### src/rtl/cmdring_pkg.sv
package cmdring_pkg;

  localparam int BUS_AW = 8;
  localparam int BUS_DW = 32;

  localparam logic [BUS_AW-1:0] OFS_BASE = 8'h14;
  localparam logic [BUS_AW-1:0] OFS_END  = 8'h18;
  localparam logic [BUS_AW-1:0] OFS_WPTR = 8'h1C;
  localparam logic [BUS_AW-1:0] OFS_RPTR = 8'h20;
  localparam logic [BUS_AW-1:0] OFS_CTRL = 8'h38;
  localparam logic [BUS_AW-1:0] OFS_STAT = 8'h3C;

  localparam logic [BUS_DW-1:0] RPTR_CLEAR_KEY = 32'hEE88_2266;

  typedef enum logic [2:0] {
    SEL_NONE,
    SEL_BASE,
    SEL_END,
    SEL_WPTR,
    SEL_RPTR,
    SEL_CTRL,
    SEL_STAT
  } reg_sel_e;

  function automatic reg_sel_e decode_ofs(input logic [BUS_AW-1:0] ofs);
    reg_sel_e s;
    case (ofs)
      OFS_BASE: s = SEL_BASE;
      OFS_END:  s = SEL_END;
      OFS_WPTR: s = SEL_WPTR;
      OFS_RPTR: s = SEL_RPTR;
      OFS_CTRL: s = SEL_CTRL;
      OFS_STAT: s = SEL_STAT;
      default:  s = SEL_NONE;
    endcase
    return s;
  endfunction

endpackage

### src/rtl/cmdring_regs.sv
module cmdring_regs
  import cmdring_pkg::*;
#(
  parameter int PTR_W = 16
) (
  input  logic              clk,
  input  logic              rst_n,
  input  logic              bus_wr,
  input  logic              bus_rd,
  input  logic [BUS_AW-1:0] bus_addr,
  input  logic [BUS_DW-1:0] bus_wdata,
  output logic [BUS_DW-1:0] bus_rdata,
  output logic [BUS_DW-1:0] base_o,
  output logic [PTR_W-1:0]  end_o,
  output logic              wptr_wr_o,
  output logic              rptr_wr_o,
  input  logic [PTR_W-1:0]  wptr_i,
  input  logic [PTR_W-1:0]  rptr_i,
  input  logic              pending_i
);

  reg_sel_e sel;
  logic [BUS_DW-1:0] base_q, ctrl_q, rdata_q, rdata_d;
  logic [PTR_W-1:0]  end_q;
  logic base_en, end_en, ctrl_en;

  assign sel = decode_ofs(bus_addr);

  always_comb begin
    base_en   = bus_wr && (sel == SEL_BASE);
    end_en    = bus_wr && (sel == SEL_END);
    ctrl_en   = bus_wr && (sel == SEL_CTRL);
    wptr_wr_o = bus_wr && (sel == SEL_WPTR);
    rptr_wr_o = bus_wr && (sel == SEL_RPTR);
  end

  always_comb begin
    case (sel)
      SEL_BASE: rdata_d = base_q;
      SEL_END:  rdata_d = BUS_DW'(end_q);
      SEL_WPTR: rdata_d = BUS_DW'(wptr_i);
      SEL_RPTR: rdata_d = BUS_DW'(rptr_i);
      SEL_CTRL: rdata_d = ctrl_q;
      SEL_STAT: rdata_d = {{(BUS_DW-1){1'b0}}, pending_i};
      default:  rdata_d = '0;
    endcase
  end

  always_ff @(posedge clk or negedge rst_n) begin
    if (!rst_n) begin
      base_q  <= '0;
      end_q   <= '0;
      ctrl_q  <= '0;
      rdata_q <= '0;
    end else begin
      if (base_en) base_q  <= bus_wdata;
      if (end_en)  end_q   <= bus_wdata[PTR_W-1:0];
      if (ctrl_en) ctrl_q  <= bus_wdata;
      if (bus_rd)  rdata_q <= rdata_d;
    end
  end

  assign base_o    = base_q;
  assign end_o     = end_q;
  assign bus_rdata = rdata_q;

  // read data only moves on a sampled read strobe
  a_r10_rdata_hold: assert property (@(posedge clk) disable iff (!rst_n)
    !bus_rd |=> $stable(bus_rdata));

  // base changes only through a write to its offset
  a_r2_base_hold: assert property (@(posedge clk) disable iff (!rst_n)
    !(bus_wr && bus_addr == OFS_BASE) |=> $stable(base_o));

endmodule

### src/rtl/cmdring_ptrs.sv
module cmdring_ptrs
  import cmdring_pkg::*;
#(
  parameter int PTR_W        = 16,
  parameter int ENTRY_UNITS  = 2
) (
  input  logic              clk,
  input  logic              rst_n,
  input  logic              wptr_wr,
  input  logic              rptr_wr,
  input  logic [BUS_DW-1:0] wdata,
  input  logic [PTR_W-1:0]  end_i,
  input  logic              consume,
  output logic [PTR_W-1:0]  wptr_o,
  output logic [PTR_W-1:0]  rptr_o,
  output logic              pending_o
);

  localparam logic [BUS_DW-1:0] UNIT_MASK = BUS_DW'(ENTRY_UNITS - 1);
  localparam logic [PTR_W:0]    STEP      = (PTR_W+1)'(ENTRY_UNITS);

  logic [PTR_W-1:0] wptr_q, wptr_d, rptr_q, rptr_d;
  logic             wptr_en, rptr_en;
  logic             wr_aligned, wr_in_ring, rptr_clear, take;
  logic [PTR_W:0]   rptr_step;
  logic [PTR_W-1:0] rptr_adv;

  always_comb begin
    wr_aligned = (wdata & UNIT_MASK) == '0;
    wr_in_ring = wdata < BUS_DW'(end_i);
    wptr_en    = wptr_wr && wr_aligned && wr_in_ring;
    wptr_d     = wdata[PTR_W-1:0];
  end

  always_comb begin
    rptr_clear = rptr_wr && (wdata == RPTR_CLEAR_KEY);
    take       = consume && pending_o;
    rptr_step  = {1'b0, rptr_q} + STEP;
    rptr_adv   = (rptr_step >= {1'b0, end_i}) ? '0 : rptr_step[PTR_W-1:0];
    rptr_en    = rptr_clear || take;
    rptr_d     = rptr_clear ? '0 : rptr_adv;
  end

  always_ff @(posedge clk or negedge rst_n) begin
    if (!rst_n) begin
      wptr_q <= '0;
      rptr_q <= '0;
    end else begin
      if (wptr_en) wptr_q <= wptr_d;
      if (rptr_en) rptr_q <= rptr_d;
    end
  end

  assign wptr_o    = wptr_q;
  assign rptr_o    = rptr_q;
  assign pending_o = (rptr_q != wptr_q);

  // write pointer moves only on a write to its offset
  a_r3_wptr_hold: assert property (@(posedge clk) disable iff (!rst_n)
    !wptr_wr |=> $stable(wptr_o));

  // stored write pointer is always unit-aligned
  a_r3_wptr_aligned: assert property (@(posedge clk) disable iff (!rst_n)
    (BUS_DW'(wptr_o) & UNIT_MASK) == '0);

  // key write returns the read pointer to zero
  a_r4_key_clears: assert property (@(posedge clk) disable iff (!rst_n)
    (rptr_wr && wdata == RPTR_CLEAR_KEY) |=> (rptr_o == '0));

  // no consume-with-request and no key write means the read pointer holds
  a_r8_rptr_hold: assert property (@(posedge clk) disable iff (!rst_n)
    (!(consume && pending_o) && !(rptr_wr && wdata == RPTR_CLEAR_KEY)) |=> $stable(rptr_o));

  // the read pointer stays unit-aligned
  a_r7_rptr_aligned: assert property (@(posedge clk) disable iff (!rst_n)
    (BUS_DW'(rptr_o) & UNIT_MASK) == '0);

endmodule

### src/rtl/cmdring_addr.sv
module cmdring_addr
  import cmdring_pkg::*;
#(
  parameter int PTR_W       = 16,
  parameter int ENTRY_UNITS = 2,
  parameter int DESC_BYTES  = 32
) (
  input  logic [BUS_DW-1:0] base_i,
  input  logic [PTR_W-1:0]  rptr_i,
  output logic [BUS_DW-1:0] addr_o
);

  localparam int UNIT_LG = $clog2(ENTRY_UNITS);
  localparam int DESC_LG = $clog2(DESC_BYTES);

  logic [BUS_DW-1:0] slot;

  always_comb begin
    slot   = BUS_DW'(rptr_i) >> UNIT_LG;
    addr_o = base_i + (slot << DESC_LG);
  end

endmodule

### src/rtl/cmdring_regblk.sv
module cmdring_regblk
  import cmdring_pkg::*;
#(
  parameter int PTR_W       = 16,
  parameter int ENTRY_UNITS = 2,
  parameter int DESC_BYTES  = 32
) (
  input  logic        clk,
  input  logic        rst_n,
  input  logic        bus_wr,
  input  logic        bus_rd,
  input  logic [7:0]  bus_addr,
  input  logic [31:0] bus_wdata,
  output logic [31:0] bus_rdata,
  output logic        fetch_req,
  output logic [31:0] fetch_addr,
  input  logic        consume
);

  logic [BUS_DW-1:0] base_w;
  logic [PTR_W-1:0]  end_w, wptr_w, rptr_w;
  logic              wptr_wr_w, rptr_wr_w, pending_w;

  cmdring_regs #(.PTR_W(PTR_W)) u_regs (
    .clk       (clk),
    .rst_n     (rst_n),
    .bus_wr    (bus_wr),
    .bus_rd    (bus_rd),
    .bus_addr  (bus_addr),
    .bus_wdata (bus_wdata),
    .bus_rdata (bus_rdata),
    .base_o    (base_w),
    .end_o     (end_w),
    .wptr_wr_o (wptr_wr_w),
    .rptr_wr_o (rptr_wr_w),
    .wptr_i    (wptr_w),
    .rptr_i    (rptr_w),
    .pending_i (pending_w)
  );

  cmdring_ptrs #(.PTR_W(PTR_W), .ENTRY_UNITS(ENTRY_UNITS)) u_ptrs (
    .clk       (clk),
    .rst_n     (rst_n),
    .wptr_wr   (wptr_wr_w),
    .rptr_wr   (rptr_wr_w),
    .wdata     (bus_wdata),
    .end_i     (end_w),
    .consume   (consume),
    .wptr_o    (wptr_w),
    .rptr_o    (rptr_w),
    .pending_o (pending_w)
  );

  cmdring_addr #(.PTR_W(PTR_W), .ENTRY_UNITS(ENTRY_UNITS), .DESC_BYTES(DESC_BYTES)) u_addr (
    .base_i (base_w),
    .rptr_i (rptr_w),
    .addr_o (fetch_addr)
  );

  assign fetch_req = pending_w;

  // with no request pending, the fetch address holds unless base is written
  a_r5_idle_addr_stable: assert property (@(posedge clk) disable iff (!rst_n)
    (!fetch_req && !bus_wr) |=> $stable(fetch_addr));

endmodule

### config.mk
export PLATFORM = sky130hd
export DESIGN_NAME = cmdring_regblk
export DESIGN_NICKNAME = d
export VERILOG_FILES = /design/src/rtl/cmdring_pkg.sv /design/src/rtl/cmdring_regs.sv /design/src/rtl/cmdring_ptrs.sv /design/src/rtl/cmdring_addr.sv /design/src/rtl/cmdring_regblk.sv
export SDC_FILE = /design/constraint.sdc
export NUM_CORES = 1
export LEC_CHECK = 0
export ABC_CLOCK_PERIOD_IN_PS = 8360
export BUFFER_PORTS_ARGS = -buffer_cell sky130_fd_sc_hd__buf_2
export CORE_MARGIN = 2
export CORE_UTILIZATION = 60
export CTS_BUF_LIST = sky130_fd_sc_hd__clkbuf_4 sky130_fd_sc_hd__clkbuf_8
export DETAILED_ROUTE_END_ITERATION = 7
export PLACE_DENSITY = 0.82
export SETUP_SLACK_MARGIN = 0.15
export SYNTH_ARGS = -nofsm -noshare
export SYNTH_HDL_FRONTEND = slang
export SYNTH_HIERARCHICAL = 1
export SYNTH_SLANG_ARGS = --single-unit
### constraint.sdc
create_clock -name clk -period 8.36 [get_ports clk]
set_input_delay 0.418 -clock clk [delete_from_list [all_inputs] [get_ports clk]]
set_output_delay 0.418 -clock clk [all_outputs]
set_load 0.01 [all_outputs]
Word-level counts from Yosys, hierarchy flattened
Cells that the tools add are included.
Operators by class
  $add $sub $neg: 2
  $lt $le $gt $ge: 2
  equality and inequality tests: 14
  muxes and demuxes: 4
  reductions and logical operators: 11
Operator list (count)
  one-hot mux 32 bit (6 select lines): 1
  adder 32 x 20 -> 32 bit: 1
  equality test 32 bit, second input constant: 1
  zero test 32 bit: 1
  less-than comparator 32 x 16 -> 1 bit: 1
  2-to-1 mux 16 bit: 2
  equality test 8 x 5 -> 1 bit, second input constant: 3
  equality test 8 x 6 -> 1 bit, second input constant: 3
  one-hot mux 3 bit (6 select lines): 1
  adder 16 x 2 -> 17 bit, second input constant: 1
  >= comparator 17 x 16 -> 1 bit: 1
  != test 16 bit: 1
  equality test 3 bit, second input constant: 3
  logical AND 1 bit: 9
  equality test 3 x 2 -> 1 bit, second input constant: 2
  equality test 3 x 1 -> 1 bit, second input constant: 1
  logical OR 1 bit: 1
Storage, ports and cells
  register bits after elaboration: 144
  input port bits: 45
  word-level logic and storage cells: 39

Depth between registers and ports, before layout
Gate-level depths: netlist of run 1.
  depth in word-level cells: 6
  depth in mapped cells: 14

By module
Netlist of run 1, hierarchy kept.
By module, submodules not included
  cmdring_regs: instances 1, cells each 394, area each 5263.8 sq um, sequential area each 2802.7 sq um
  cmdring_ptrs: instances 1, cells each 245, area each 2457.4 sq um, sequential area each 775.7 sq um
  cmdring_addr: instances 1, cells each 150, area each 1093.5 sq um, sequential area each 0.0 sq um

Worst setup path after synthesis of run 1
No wires, ideal clock.
  path type: input-to-reg
  start point: input bus_addr[4]
  end point: register u_ptrs.rptr_q[9] (netlist: u_ptrs/rptr_o[9])
  library setup time: 0.121 ns
  arrival time: 2.774 ns
  data required time: 8.239 ns
  path slack: 5.465 ns
  cell stages on the path: 12
  path buffers: 4
  cells stage by stage: buf_2 > nor4b_4 > buf_2 > and3_1 > nand4_1 > or4_1 > nor3_2 > a311oi_1 > and4b_1 > buf_6 > buf_8 > a22o_1
On the way
  word-level cells in the longest chain between the ends: 6
  elaborated cells on any way between the ends: 12
RTL lines
  start, declared: line cmdring_regblk.sv:12  | input logic [7:0] bus_addr,
  equality test 8 x 6 -> 1 bit or equality test 8 x 5 -> 1 bit (tied branches): line cmdring_pkg.sv:27  | case (ofs)
  one-hot mux 3 bit (6 select lines) *: line cmdring_pkg.sv:27
  equality test 3 bit *: line cmdring_regs.sv:34  | rptr_wr_o = bus_wr && (sel == SEL_RPTR);
  logical AND 1 bit *: line cmdring_regs.sv:34
  net rptr_wr_w: line cmdring_regblk.sv:22  | logic wptr_wr_w, rptr_wr_w, pending_w;
  logical AND 1 bit *: line cmdring_ptrs.sv:36  | rptr_clear = rptr_wr && (wdata == RPTR_CLEAR_KEY);
  2-to-1 mux 16 bit or logical OR 1 bit (tied branches): line cmdring_ptrs.sv:41, cmdring_ptrs.sv:40
  end signal, assigned: line cmdring_ptrs.sv:50  | if (rptr_en) rptr_q <= rptr_d;
  end, declared: line cmdring_ptrs.sv:22  | logic [PTR_W-1:0] wptr_q, wptr_d, rptr_q, rptr_d;
The timed path passes the listed nets; every way through them passes the cells marked *.
A chain may end at the register's enable or synchronous reset.

Final worst setup path of run 1
  start point: register u_ptrs.rptr_q[1] (netlist: u_ptrs/rptr_o[1])
  end point: output fetch_addr[31]
On the way
  word-level cells in the longest chain between the ends: 1
RTL lines
  adder 32 x 20 -> 32 bit: line cmdring_addr.sv:20  | addr_o = base_i + (slot << DESC_LG);
  end, declared: line cmdring_regblk.sv:16  | output logic [31:0] fetch_addr,
No other way between the ends.

==> metrics list, run 1 <==
- Post-route worst hold slack: 0.222 ns
* Final worst path period need: 3.72 ns
* CTS tree: done
* FF-to-FF setup slack: 4.73 ns
* Wire length of the first global-routing pass: 36.6 mm
- The die covers 15700 sq um.
- First-pass detailed-route iteration total: 5
- In the final routed layout, each cell accounts on average for 21.4 um.
- Post-synth top flop: sky130_fd_sc_hd__dfrtp_1
- In this run the tool buffered the top-level ports with 109 buffer cells.
- Setup violations remaining at the end of the flow were counted as 0.
- CTS max path bufs: 2
- The number of clock buffers added by TritonCTS is 17.
- Clk Latency, worst-skew pair: 0.47 ns
* Worst EP required: 7.94 ns
- In this run the critical register-to-register path is launched from u_ptrs/rptr_o[2].
- By area, the combinational part of the netlist is dominated by compound AO/OA/AOI/OAI gates.
- In this run, the combinational gates consume 17.0% of the power.
* Detailed placement HPWL: 16.0 mm
* Number of maximum-capacitance constraint violations: 0
- After clock tree synthesis, the repair step resized 0 gates.
- # hold bufs at CTS: 1
- After clock tree synthesis, the clock-pin slew on the worst setup and hold paths is 0.09 ns.
* Synthesized flop and latch total: 143
- On the worst path, the slowest cell contributes a delay of 0.53 ns.
- Fin Clk Skew: 0.0120 ns
- Cell internal power was estimated by the tool at 1.16 mW.
* Boundary pin count: 110
* Total wire length after detailed routing: 22.7 mm
- Die Y-Extent: 125 um
- In this run, the number of DRC markers left after iteration 0 of detailed routing was 573.
* Final setup slack of the worst path: 4.64 ns
- Worst Setup Path Type: flop to primary output
- The number of antenna violations at the first check in global routing is 0.
- Total chip power: 1.65 mW
- Routed vias: 6819
* RSZ-0062 raised after global routing: false
- Row count: 44
- Worst Hold Endpoint: u_regs/ctrl_q[21]
* Pin count of the biggest net entering global routing: 77
* Seq pwr share: 45.6%
- Adder-cell area share of the yosys netlist: 6.76%
- Sequential cells were found to cover 40.6% of the synthesized design area.
- Summed over all layers, the global routing overflow is 0.
- Highest-count cells in the layout ignoring fill and taps: sky130_fd_sc_hd__dfrtp_1, sky130_fd_sc_hd__buf_2, sky130_fd_sc_hd__mux2_2, sky130_fd_sc_hd__inv_1, sky130_fd_sc_hd__ha_1
* Part of the power in the clock network: 37.4%
* Worst vdd ir: 0.000116 V
* Share of layout cells above drive strength 1: 29.5%
- Placement-stage worst setup slack: 4.59 ns
- Simple logic cell fraction of the synthesized area: 13.1%
- The clock tree synthesis step divided the H-tree into 4 levels.
* Critical path depth: 10
- Once the floorplan was initialized, standard cells occupied 61.1% of the core.
- For this run, the number of Yosys warnings is 6.
- Derived from the worst setup path, the maximum achievable clock frequency is 0.269 GHz.
- Weighted congestion reported at the end of routability-driven placement: 0.884
* Run status: completed
- Vias per cell: 6.41
- Crit path launch type: flop
* Final #Nets: 958
* Number of flops mapped to enable cells by yosys: 0
- Commonest non-fill, non-tap cell in the layout: sky130_fd_sc_hd__dfrtp_1
- For the final routed database, the setup TNS stands at 0 ns.
- Critical path's top delay family: compound AO/OA/AOI/OAI gates
- On the critical path, the stage with the largest delay is an instance of sky130_fd_sc_hd__dfrtp_1.
- The number of cells on the worst reg-to-reg path is 13.
- The number of endpoints with negative hold slack in the final report came to 0.
- Post-Syn Instances: 789
* Number of buffers inserted by post-CTS setup repair: 0
- Leakage component of the power: 4.91 nW
- The worst pin sits at a relative slew slack of 23.0%.
- The path class of the tightest hold or removal check is input pin to flop.
- Synthesized Nets: 881
- Area of the core: 14400 sq um
- Post-Synth XOR/XNOR Area: 4.97%
- The signal on the critical path passes through ha_1 -> inv_1 -> fa_1 -> nand2b_1 -> a211oi_2 -> o21ai_1 -> a21oi_1 -> o31ai_1 -> xnor2_1 -> buf_2.
- The worst hold path passes through 2 cells.
* Count of different cell masters after synthesis: 75
- In this run switching power makes up 29.9% of total power.
- Number of global-route vias before repair: 6798
- Complex-gate fraction of the synthesized area: 14.9%
- Of the available clock period, the critical path in the final layout requires 44.5%.
* DRC Markers: 0
- After routing the design area is 9720 sq um.
- The startpoint identified for the worst hold timing path is bus_wdata[21].
* Critical-path maximum fanout: 7
- Reg2Reg Capture Point: u_ptrs/rptr_o[7]
- The final count of pins violating max slew is 0.
- The detail route stage leaves a number of antenna-violating nets equal to 0.
* Fraction of registers with async set/reset: 100%
* Overall die width: 125 um
* Instance area at placement: 9270 sq um
- Sum of buffers and inverters on the critical path: 2
- For this design the ratio of total power to cell area is 170 nW/um^2.
- Overall fraction of global-route tracks in use: 29.6%
- Setup crit end kind: primary output
* CP Data Arrival Time: 3.30 ns
- Signed area change from the synthesized netlist to the final layout: 10.3%
- In the synthesized netlist, mux cells make up 13.3% of the area.
* Cell chosen for the clock root: sky130_fd_sc_hd__clkbuf_8
- Cell area after synthesis: 8810 sq um
- Slew of the pin with the lowest slew margin: 1.15 ns
* Num Clock Sinks: 143
- Dividing the synthesized area by the synthesized cell count gives 11.2 sq um.
* Number of diodes: 0
- Net switching component of the power: 0.495 mW
## cells in the mapped netlist (3+ instances only)
cell	instances	area share, %
sky130_fd_sc_hd__dfrtp_1	143	41
sky130_fd_sc_hd__mux2_2	72	9.2
sky130_fd_sc_hd__inv_1	56	2.4
sky130_fd_sc_hd__ha_1	46	6.5
sky130_fd_sc_hd__o22ai_1	32	2.3
sky130_fd_sc_hd__xnor2_1	28	2.8
sky130_fd_sc_hd__nor2_1	25	1.1
sky130_fd_sc_hd__a21oi_1	24	1.4
sky130_fd_sc_hd__nand2_1	22	0.94
sky130_fd_sc_hd__nor4bb_1	22	2.5
sky130_fd_sc_hd__xor2_1	22	2.2
sky130_fd_sc_hd__a22oi_1	19	1.6
sky130_fd_sc_hd__mux2_4	19	3.2
sky130_fd_sc_hd__clkbuf_1	18	0.77
sky130_fd_sc_hd__a211o_1	14	1.4
sky130_fd_sc_hd__nand4_1	14	0.99
sky130_fd_sc_hd__nand3_1	13	0.74
sky130_fd_sc_hd__a222oi_1	12	1.4
sky130_fd_sc_hd__buf_2	11	0.62
sky130_fd_sc_hd__buf_6	11	1.4
sky130_fd_sc_hd__a22o_1	10	0.99
sky130_fd_sc_hd__o21ai_0	10	0.57
sky130_fd_sc_hd__a21o_1	9	0.77
sky130_fd_sc_hd__and3_1	9	0.64
sky130_fd_sc_hd__buf_4	9	0.77
sky130_fd_sc_hd__and4bb_2	8	1.1
sky130_fd_sc_hd__a211oi_1	7	0.60
sky130_fd_sc_hd__nor2b_1	7	0.50
sky130_fd_sc_hd__nor4_1	7	0.50
sky130_fd_sc_hd__o21a_1	7	0.60
sky130_fd_sc_hd__mux2_1	5	0.64
sky130_fd_sc_hd__nand2b_1	5	0.35
sky130_fd_sc_hd__o21bai_1	5	0.43
sky130_fd_sc_hd__and2_1	4	0.28
sky130_fd_sc_hd__nor3_1	4	0.23
sky130_fd_sc_hd__o31ai_1	4	0.34
sky130_fd_sc_hd__and4_1	3	0.30
sky130_fd_sc_hd__clkbuf_2	3	0.17
sky130_fd_sc_hd__o211ai_1	3	0.26
## per-layer routing
layer | up-vias | global-route usage [%] | share of wire (%)
met5 | - | 0 | 0
met4 | 0 | 7.52 | 1.6
met3 | 36 | 5.65 | 6.4
met2 | 274 | 46.6 | 47
met1 | 3390 | 42.7 | 45
li1 | 3119 | - | -
## registers in the layout, indices dropped and copies added (netlist names)
| register | count |
|---|---|
| u_ptrs/rptr_o | 15 |
| u_ptrs/wptr_o | 16 |
| u_regs/base_o | 32 |
| u_regs/bus_rdata | 32 |
| u_regs/ctrl_q | 32 |
| u_regs/end_o | 16 |
## metrics by stage
step	utilization [%]	instances
detailed placement	64.3	1030
floorplan	-	789
global placement	64.3	1030
finish	67.4	1063
CTS	67.4	1063
global route	67.4	1063
## area by class of cell
type / instances / area, sq um
clock buffer: 17 / 234
inverter: 56 / 210
fill: 1119 / 4700
timing repair buffer: 112 / 577
sequential: 143 / 3580
tap: 184 / 230
multi-input combinational: 536 / 4680
clock inverter: 15 / 209
## power by group through the flow
stage / clock (mW) / sequential (mW) / combinational, mW
2_1_floorplan: 0 / 0.751 / 0.198
3_3_place_gp: 0 / 0.765 / 0.273
3_5_place_dp: 0 / 0.767 / 0.278
4_1_cts: 0.623 / 0.753 / 0.280
5_1_grt: 0.652 / 0.757 / 0.311
6_report: 0.618 / 0.754 / 0.281
## worst max path at each step
stage	start	slack [ns]	to
after floorplan	bus_addr[4]	5.47	u_ptrs/rptr_o[9]
after global placement	bus_addr[5]	4.63	u_ptrs/rptr_o[7]
after detailed placement	bus_addr[5]	4.59	u_ptrs/rptr_o[7]
after CTS	u_ptrs/rptr_o[1]	4.65	fetch_addr[31]
after global routing	u_ptrs/rptr_o[1]	4.45	fetch_addr[31]
final	u_ptrs/rptr_o[1]	4.64	fetch_addr[31]
## kinds of logic after synthesis
logic type                 after synthesis
muxes                                   97
other                                    1
DFF                                    143
adders and majority gates               47
xor gates and xnor gates                50
buffers and inverters                  110
AOI/OAI and AO/OA                      176
and+or+nand+nor                        165
Note: power is estimated with default switching activity, not from simulation.
==> inputs of run 2 (changes only) <==
ABC_AREA = 1   (was not set)
ABC_CLOCK_PERIOD_IN_PS = 3750   (was 8360)
PLACE_DENSITY = 0.81   (was 0.82)
clock period = 3.75 ns   (was 8.36 ns; I/O delays follow)
==> metrics list, run 2 <==
- Vias per cell: 5.51 (was 6.41)
- Average routed wire per standard cell: 16.2 um (was 21.4 um)
- Number of endpoints failing setup at the final stage: 0 (unchanged)
- Hold depth: 3 (was 2)
* Post-synth top flop: sky130_fd_sc_hd__dfrtp_1 (unchanged)
- The total congestion overflow was 0 (unchanged).
* Power density over the cells: 311 nW/um^2 (was 170 nW/um^2)
- The number of endpoints with negative hold slack in the final report came to 0 (unchanged).
* Wire length of the first global-routing pass: 45.8 mm (was 36.6 mm)
- Sequential cell area fraction in the yosys report: 36.1% (was 40.6%)
- CTS max path bufs: 2 (unchanged)
- Routed vias: 9715 (was 6819)
- Worst vdd ir: 0.000290 V (was 0.000116 V)
- Instance area at placement: 10500 sq um (was 9270 sq um)
* # hold bufs at CTS: 9 (was 1)
- The number of buffers inserted to repair setup after CTS is 0 (unchanged).
- I/O Buffers: 109 (unchanged)
- First-pass detailed-route iteration total: 8 (was 5)
* Library cell contributing the largest single delay on the critical path: sky130_fd_sc_hd__dfrtp_1 (unchanged)
- The synthesized netlist net count was 1527 (was 881).
* Cell type contributing the most total cell area after synthesis: sky130_fd_sc_hd__dfrtp_1 (unchanged)
* Weighted congestion reported at the end of routability-driven placement: 0.976 (was 0.884)
* Highest-count cells in the layout ignoring fill and taps: sky130_fd_sc_hd__nand2_1, sky130_fd_sc_hd__inv_1, sky130_fd_sc_hd__nand3_1, sky130_fd_sc_hd__dfrtp_1, sky130_fd_sc_hd__buf_2 (was sky130_fd_sc_hd__dfrtp_1, sky130_fd_sc_hd__buf_2, sky130_fd_sc_hd__mux2_2, sky130_fd_sc_hd__inv_1, sky130_fd_sc_hd__ha_1)
* Number of diodes: 0 (unchanged)
- Critical-path maximum fanout: 15 (was 7)
- The pin count of the biggest net entering global routing was 111 (was 77).
- The count of flip-flops with a built-in enable after synthesis is 0 (unchanged).
- The final design instance area without fill was 11000 sq um (was 9720 sq um).
- Commonest non-fill, non-tap cell in the layout: sky130_fd_sc_hd__nand2_1 (was sky130_fd_sc_hd__dfrtp_1)
- Top post-synthesis cells by count: sky130_fd_sc_hd__nand2_1, sky130_fd_sc_hd__inv_1, sky130_fd_sc_hd__dfrtp_1, sky130_fd_sc_hd__nand3_1, sky130_fd_sc_hd__nor2_1 (was sky130_fd_sc_hd__dfrtp_1, sky130_fd_sc_hd__mux2_2, sky130_fd_sc_hd__inv_1)
- The type of destination of the critical path is a flop (was primary output).
- ANT nets after route: 0 (unchanged)
- The worst reg2reg path depth was 17 (was 13).
* Initial Util: 60.7% (was 61.1%)
- The worst path uses 84.3% of the clock period.
- Number of CTS-inserted buffers: 17 (unchanged)
- The leakage dissipation came to 6.48 nW (was 4.91 nW).
- The layout overhead on the synthesized area is 10.8% (was 10.3%).
* Count of different cell masters after synthesis: 44 (was 75)
- Number of maximum-capacitance constraint violations: 0 (unchanged)
- Sum of buffers and inverters on the critical path: 2 (unchanged)
- Overall die width: 133 um (was 125 um)
- RSZ-0062 raised after global routing: false (unchanged)
* Clk Latency, worst-skew pair: 0.46 ns (was 0.47 ns)
* Overall fraction of global-route tracks in use: 33.0% (was 29.6%)
- Yosys warns: 6 (unchanged)
- The sum of internal, switching and leakage power was 3.41 mW (was 1.65 mW).
* Depth of the CTS H-tree: 4 (unchanged)
- The worst reg-to-reg setup slack came to 0.59 ns (was 4.73 ns).
- Slew Viols, Final: 0 (unchanged)
- Post-Syn Instances: 1435 (was 789)
* Boundary pin count: 110 (unchanged)
- Final #Nets: 1621 (was 958)
- The vertical die dimension is 133 um (was 125 um).
- Subtracting the final worst setup slack from the clock period gives 3.16 ns.
* Avg Cell Area, Syn: 6.91 sq um (was 11.2 sq um)
- Most prevalent standard cell on the critical path: sky130_fd_sc_hd__nand2_1
- CP peak stage delay: 0.51 ns (was 0.53 ns)
- CP cell instances: ha_1 -> nand2_1 -> inv_1 -> nand2_1 -> nor4_2 -> nand2_1 -> xor2_1 -> ha_1 -> nand2_1 -> inv_1 -> nand2_1 -> nor3b_1 -> nand2_1 -> nand2_1 -> nand2_1 -> nand3_1 -> nand2_1 (was ha_1 -> inv_1 -> fa_1 -> nand2b_1 -> a211oi_2 -> o21ai_1 -> a21oi_1 -> o31ai_1 -> xnor2_1 -> buf_2).
- Fin Setup TNS: 0 ns (unchanged)
* Critical path depth: 17 (was 10)
- The die area is 17600 sq um (was 15700 sq um).
- Min-Delay Path Class: input pin to flop (unchanged)
- Clock-pin slew on the worst setup and hold paths: 0.08 ns (was 0.09 ns)
- Run status: completed (unchanged).
* Worst EP required: 4.10 ns (was 7.94 ns)
* Slew HR: 27.6% (was 23.0%)
- Synthesized flop and latch total: 143 (unchanged)
- Critical path's top delay family: simple AND/OR/NAND/NOR gates (was compound AO/OA/AOI/OAI gates)
- The final wirelength came to 28.5 mm (was 22.7 mm).
- The data arrival at the endpoint of the critical path came to 3.51 ns (was 3.30 ns).
* 1st-iter DRT viols: 1000 (was 573)
* Crit path launch type: flop (unchanged)
- Fin Clk Skew: 0.00722 ns (was 0.0120 ns)
- CTS tree: done (unchanged)
* Share of layout cells above drive strength 1: 13.7% (was 29.5%)
- The async set-reset flop share out of synthesis came to 100% (unchanged).
- The most instantiated library cell after synthesis was sky130_fd_sc_hd__nand2_1 (was sky130_fd_sc_hd__dfrtp_1).
- The total core area is 16300 sq um (was 14400 sq um).
* Cell chosen for the clock root: sky130_fd_sc_hd__clkbuf_8 (unchanged)
* Initial antenna violation count: 1 (was 0)
- The pin slew with the least headroom to its limit is 1.08 ns (was 1.15 ns).
* Detailed placement HPWL: 20.6 mm (was 16.0 mm)
- Num Clock Sinks: 143 (unchanged)
* Number of resized instances in the post-cts repair step: 0 (unchanged)
* Cell area after synthesis: 9920 sq um (was 8810 sq um)
- The via count of the first global-routing pass is 8949 (was 6798).
- The remaining design rule violation count was 0 (unchanged).
* Area fraction of the dominant cell type after synthesis: 36.1% (was 40.6%)
- The startpoint-to-endpoint class of the critical path was flop to flop (was flop to primary output).
* Row count: 47 (was 44)
- For this run, the top clock speed supported by timing is 0.316 GHz.
* Top cells by area in the synthesized netlist: sky130_fd_sc_hd__dfrtp_1, sky130_fd_sc_hd__nand2_1, sky130_fd_sc_hd__inv_1 (was sky130_fd_sc_hd__dfrtp_1, sky130_fd_sc_hd__mux2_2, sky130_fd_sc_hd__ha_1)
run 2: cell families (layout without fill, tap and decap cells):
kind of cell	count (synthesis)	count (layout)	synth area share (%)
AOI/OAI and AO/OA	138	138	8.60
xor gates and xnor gates	23	23	2.03
adders and majority gates	47	47	6.00
buffers and inverters	275	382	11.5
DFF	143	143	36.1
other	1	1	0.0378
and+or+nand+nor	808	808	35.8
run 2: cell type report:
cell class	count	area, sq um
clock buffers	18	241
clock inverters	14	143
fillers	1491	5360
inverters	221	830
multi-input cells	1017	5200
flip-flops and latches	143	3580
well taps	220	275
repair buffers	129	724
run 2: final timing paths:
check,startpoint,to
hold reg to reg,u_regs/bus_rdata[22],u_regs/bus_rdata[22]
setup / recovery,u_ptrs/rptr_o[2],u_ptrs/rptr_o[10]
min in group asynchronous,rst_n,u_regs/base_o[2]
max in group asynchronous,rst_n,u_regs/ctrl_q[23]
hold / removal,bus_wdata[5],u_ptrs/wptr_o[5]
setup reg to reg,u_ptrs/rptr_o[2],u_ptrs/rptr_o[10]
run 2: power breakdown:
part | internal, mW | leakage [nW] | switching (mW)
Sequential | 1.60 | 1.83 | 0.0592
Combinational | 0.182 | 4.46 | 0.361
Clock | 0.596 | 0.192 | 0.614
run 2: per-stage QoR:
stage	hold slack (ns)	util, %	setup slack [ns]	std cells
final	0.0163	67.2	0.588	1762
after global routing	0.00850	67.2	0.310	1762
after CTS	0.00129	67.2	0.623	1762
after detailed placement	0.409	64.3	0.638	1721
after global placement	0.409	64.3	0.701	1721
after floorplan	-0.108	-	1.23	1435
run 2: worst min-delay path, stage by stage:
cell and delay [ns]:
sky130_fd_sc_hd__buf_2 0.13, sky130_fd_sc_hd__nand3_1 0.08, sky130_fd_sc_hd__nand2_1 0.05
run 2: layer usage:
metal / part of all wire, % / up-vias / global-route usage [%]
met3: 11 / 70 / 8.54
met2: 43 / 471 / 48.9
met5: 0.046 / - / 0
met1: 43 / 4506 / 46.9
met4: 2.7 / 2 / 11.8
li1: - / 4666 / -
